<file path="config.mk">
export PLATFORM = sky130hd
export DESIGN_NAME = prog_status_responder
export DESIGN_NICKNAME = d
export VERILOG_FILES = /design/src/rtl/srr_pkg.sv /design/src/rtl/srr_access_detect.sv /design/src/rtl/srr_last_byte.sv /design/src/rtl/srr_toggle.sv /design/src/rtl/srr_out_stage.sv /design/src/rtl/prog_status_responder.sv
export SDC_FILE = /design/constraint.sdc
export NUM_CORES = 1
export LEC_CHECK = 0
export ABC_AREA = 1
export CORE_UTILIZATION = 42
export DETAILED_ROUTE_END_ITERATION = 7
export PLACE_DENSITY = 0.82
export SLEW_MARGIN = 20
export SYNTH_ARGS = -nofsm -noshare
export SYNTH_HDL_FRONTEND = slang
export SYNTH_SLANG_ARGS = --single-unit
</file>
<file path="constraint.sdc">
create_clock -name clk -period 1.76 [get_ports clk]
set_clock_uncertainty 0.05 [all_clocks]
set_input_delay 0.528 -clock clk [delete_from_list [all_inputs] [get_ports clk]]
set_output_delay 0.528 -clock clk [all_outputs]
set_load 0.01 [all_outputs]
</file>
<file path="src/rtl/srr_pkg.sv">
package srr_pkg;
  typedef enum logic [1:0] {
    SRC_NONE   = 2'd0,
    SRC_ARRAY  = 2'd1,
    SRC_STATUS = 2'd2
  } rd_src_e;
endpackage

</file>
<file path="src/rtl/srr_access_detect.sv">
module srr_access_detect (
  input  logic clk,
  input  logic rst_n,
  input  logic ce_n,
  input  logic oe_n,
  output logic active,
  output logic start
);
  logic active_q;

  assign active = ~ce_n & ~oe_n;
  assign start  = active & ~active_q;

  always_ff @(posedge clk) begin
    if (!rst_n) active_q <= 1'b0;
    else        active_q <= active;
  end
endmodule

</file>
<file path="src/rtl/srr_last_byte.sv">
module srr_last_byte #(
  parameter int DATA_W = 8
) (
  input  logic              clk,
  input  logic              rst_n,
  input  logic              ld_stb,
  input  logic              protect,
  input  logic [DATA_W-1:0] ld_data,
  output logic [DATA_W-1:0] held_q
);
  always_ff @(posedge clk) begin
    if (!rst_n)                  held_q <= '0;
    else if (ld_stb && !protect) held_q <= ld_data;
  end
endmodule

</file>
<file path="src/rtl/srr_toggle.sv">
module srr_toggle (
  input  logic clk,
  input  logic rst_n,
  input  logic busy,
  input  logic start,
  output logic tog_now
);
  logic tog_q;

  // Value presented for the current access; cleared outside busy periods
  assign tog_now = busy & (tog_q ^ start);

  always_ff @(posedge clk) begin
    if (!rst_n) tog_q <= 1'b0;
    else        tog_q <= tog_now;
  end
endmodule

</file>
<file path="src/rtl/srr_out_stage.sv">
module srr_out_stage
  import srr_pkg::*;
#(
  parameter int DATA_W = 8
) (
  input  logic              clk,
  input  logic              rst_n,
  input  rd_src_e           src,
  input  logic [DATA_W-1:0] array_data,
  input  logic [DATA_W-1:0] held,
  input  logic              tog_now,
  output logic [DATA_W-1:0] rd_data,
  output logic              rd_drive
);
  localparam int POLL_BIT = DATA_W - 1;
  localparam int TOG_BIT  = DATA_W - 2;

  logic [DATA_W-1:0] status_w;
  logic [DATA_W-1:0] next_w;

  for (genvar b = 0; b < DATA_W; b++) begin : g_status
    if (b == POLL_BIT) begin : g_poll
      assign status_w[b] = ~held[b];
    end else if (b == TOG_BIT) begin : g_tog
      assign status_w[b] = tog_now;
    end else begin : g_copy
      assign status_w[b] = held[b];
    end
  end

  always_comb begin
    unique case (src)
      SRC_ARRAY:  next_w = array_data;
      SRC_STATUS: next_w = status_w;
      default:    next_w = '0;
    endcase
  end

  always_ff @(posedge clk) begin
    if (!rst_n) begin
      rd_data  <= '0;
      rd_drive <= 1'b0;
    end else begin
      rd_data  <= next_w;
      rd_drive <= (src != SRC_NONE);
    end
  end
endmodule

</file>
<file path="src/rtl/prog_status_responder.sv">
module prog_status_responder
  import srr_pkg::*;
#(
  parameter int DATA_W = 8
) (
  input  logic              clk,
  input  logic              rst_n,
  input  logic              ce_n,
  input  logic              oe_n,
  input  logic              busy,
  input  logic              protect,
  input  logic              ld_stb,
  input  logic [DATA_W-1:0] ld_data,
  input  logic [DATA_W-1:0] array_data,
  output logic [DATA_W-1:0] rd_data,
  output logic              rd_drive
);
  logic              active;
  logic              start;
  logic              tog_now;
  logic [DATA_W-1:0] last_byte;
  rd_src_e           src;

  srr_access_detect u_acc (
    .clk(clk), .rst_n(rst_n), .ce_n(ce_n), .oe_n(oe_n),
    .active(active), .start(start)
  );

  srr_last_byte #(.DATA_W(DATA_W)) u_last (
    .clk(clk), .rst_n(rst_n), .ld_stb(ld_stb), .protect(protect),
    .ld_data(ld_data), .held_q(last_byte)
  );

  srr_toggle u_tog (
    .clk(clk), .rst_n(rst_n), .busy(busy), .start(start), .tog_now(tog_now)
  );

  always_comb begin
    if (!active)   src = SRC_NONE;
    else if (busy) src = SRC_STATUS;
    else           src = SRC_ARRAY;
  end

  srr_out_stage #(.DATA_W(DATA_W)) u_out (
    .clk(clk), .rst_n(rst_n), .src(src), .array_data(array_data),
    .held(last_byte), .tog_now(tog_now), .rd_data(rd_data), .rd_drive(rd_drive)
  );
endmodule

</file>
==> flow_summary.json <==
{
  "run_status": "completed",
  "crit_slowest_cell": "sky130_fd_sc_hd__clkdlybuf4s50_1",
  "commonest_non_fill_non_tap_cell_in_the_layout": "sky130_fd_sc_hd__clkdlybuf4s50_1",
  "avgRoutedWirePerCell_um": 9.859,
  "distinct_cell_type_count_after_synthesis": 15,
  "min_period_ns": 1.715,
  "rows": 14,
  "clock_tree.htree_level_count": 1,
  "post-route-period-util_pct": 97.42,
  "initial_core_util_pct": 45.07,
  "crit_arrival_ns": 1.14,
  "core_region_area_um2": 1524,
  "drtIter0Drc": 12,
  "rsz0062_at_grt": "no",
  "timing.critical_path.cells": "clkdlybuf4s50_1",
  "finalPower_mw": 0.7955,
  "power_density_nw_per_um2": 749.7,
  "cts.root.buffer_cell": "sky130_fd_sc_hd__clkbuf_4",
  "die_y_um": 42.44,
  "clock_latency_ns": 0.28,
  "io_pins": 32,
  "report.final.slew_viol_count": 0,
  "leakage_nw": 0.4812,
  "synth_seq_area_share_pct": 52.46,
  "setup-tns-final_ns": 0,
  "detail_route.drc_violations": 0,
  "grt_pass1_vias": 589,
  "antenna_cells": 0,
  "grt_first_pass_wirelength_um": 2366,
  "worst-setup-path-type": "reg2out",
  "synth_cells": 84,
  "max_slew_margin_pct": 76.70,
  "grt_overflow_total": 0,
  "post_syn_nets": 107,
  "viasPerCell": 4.689,
  "worstPathRequired_ns": 1.18,
  "grt.total_usage_pct": 16.91,
  "worst_setup_path_start_kind": "flop",
  "rr_startpoint": "u_acc.active_q",
  "finalNetCount": 143,
  "worst_setup_path_startpoint": "u_out.rd_data[0]",
  "numClockSinks": 18,
  "critPathMaxFanout": 1,
  "worstSetupEndpointType": "output port",
  "drv.max_cap_violation_count": 0,
  "crit_path_max_incr_delay_ns": 0.53,
  "post-route-cell-area_um2": 1061,
  "place.port_buffers": 30,
  "clk_path_buf_depth": 2,
  "first_pass_iters": 4,
  "placed_cell_area_um2": 1017,
  "finalWeightedCongestion": 0.7413,
  "synth_area_per_cell_um2": 8.177,
  "antenna_found_initial": 0,
  "share_of_final_layout_standard_cells_stronger_than_drive_strength_1_pct": 13.45,
  "worst_slew_pin_slew_ns": 0.3491,
  "finalHoldViolCount": 0,
  "detail_route.wirelength_um": 1331,
  "most-common-layout-cells": "sky130_fd_sc_hd__clkdlybuf4s50_1, sky130_fd_sc_hd__dfxtp_1, sky130_fd_sc_hd__nor2_1, sky130_fd_sc_hd__nand2_1",
  "place_hpwl_um": 1037,
  "number_of_clock_buffers_inserted_by_tritoncts": 3,
  "hold_path.startpoint": "u_last.held_q[5]",
  "dieArea_um2": 1801,
  "die_width_um": 42.44,
  "clkSlewWorstSetupHoldPaths_ns": 0.10,
  "fmax_mhz": 583.2,
  "antenna_left": 0,
  "vdd.ir_drop.worst_uv": 435.8,
  "worstHoldPathType": "reg2reg",
  "area_growth_pct": 54.46,
  "num_vias": 633,
  "critical_path.top_delay_family": "buffers and inverters",
  "postCtsSetupRepairBufs": 0,
  "post_synth_instance_area_um2": 686.9,
  "synth-seq-cells": 18,
  "crit_buf_inv": 1,
  "setup_viol": 0,
  "maximum_number_of_pins_on_one_net_before_global_route_repair": 12,
  "synth-warning-count": 0,
  "cts_tree": "done"
}
[metrics by stage]
stage          std cells  util [%]  worst slack [ns]  hold WS (ns)
6_report             135     69.62           0.04541        0.4180
5_1_grt              135     69.62         0.0009610        0.4476
4_1_cts              135     69.13           0.02879        0.4177
3_5_place_dp         131     66.75           0.07782        0.4012
3_3_place_gp         131     66.75           0.07900        0.4015
2_1_floorplan         84         -            0.6104        0.3791
[worst paths after layout]
path                       to  cells after the start  slack [ns]
min reg2reg  u_out.rd_data[5]                      2        0.42
max                rd_data[0]                      1        0.05
max reg2reg  u_out.rd_data[6]                      5        0.96
min          u_out.rd_data[5]                      2        0.42
[sequential cells by signal, indices dropped and copies added (netlist names)]
register        cells
u_out.rd_data       8
u_out.rd_drive      1
u_acc.active_q      1
u_tog.tog_q         1
u_last.held_q       7
[kinds of logic after synthesis]
| kind of cell | Yosys count | synth area share (%) |
|---|---|---|
| AO/OA/AOI/OAI | 16 | 12.75 |
| flip-flops | 18 | 52.46 |
| AND/OR/NAND/NOR | 40 | 29.15 |
| buffers and inverters | 10 | 5.647 |
[metal layers]
layer	GRT usage, %	share of wire [%]	vias to the layer above	wire length [um]
met5	0	0	-	0
met3	3.879	6.2	3	83
met2	28.62	51	24	683
met4	7.500	0.90	0	12
met1	20.22	41	275	551
li1	-	-	331	-
[synthesized netlist by cell type (all sizes together)]
| library cell | instances | area share, % |
|---|---|---|
| nor2 | 19 | 15 |
| dfxtp | 18 | 52 |
| nand2 | 18 | 11 |
| a21oi | 9 | 7.7 |
| inv | 9 | 4.9 |
| o21ai | 7 | 5.1 |
| nand3 | 3 | 2.9 |
| buf | 1 | 0.73 |
[what timing repair did]
action | in CTS | in global routing
hold buffers | 0 | 0
setup endpoints to repair | 0 | 3
gates resized for setup | 0 | 3
[report_power, final]
part | switching (mW) | internal, mW
registers | 0.00670 | 0.425
logic | 0.0492 | 0.0680
clock network | 0.120 | 0.126
[cell type report]
type	instances	area (um2)
inverters	9	33.78
well taps	16	20.02
clock buffers	4	36.28
repair buffers	32	322.8
fillers	127	462.9
multi-input cells	56	287.8
flip-flops and latches	18	360.3
(Power assumes the default switching activity.)
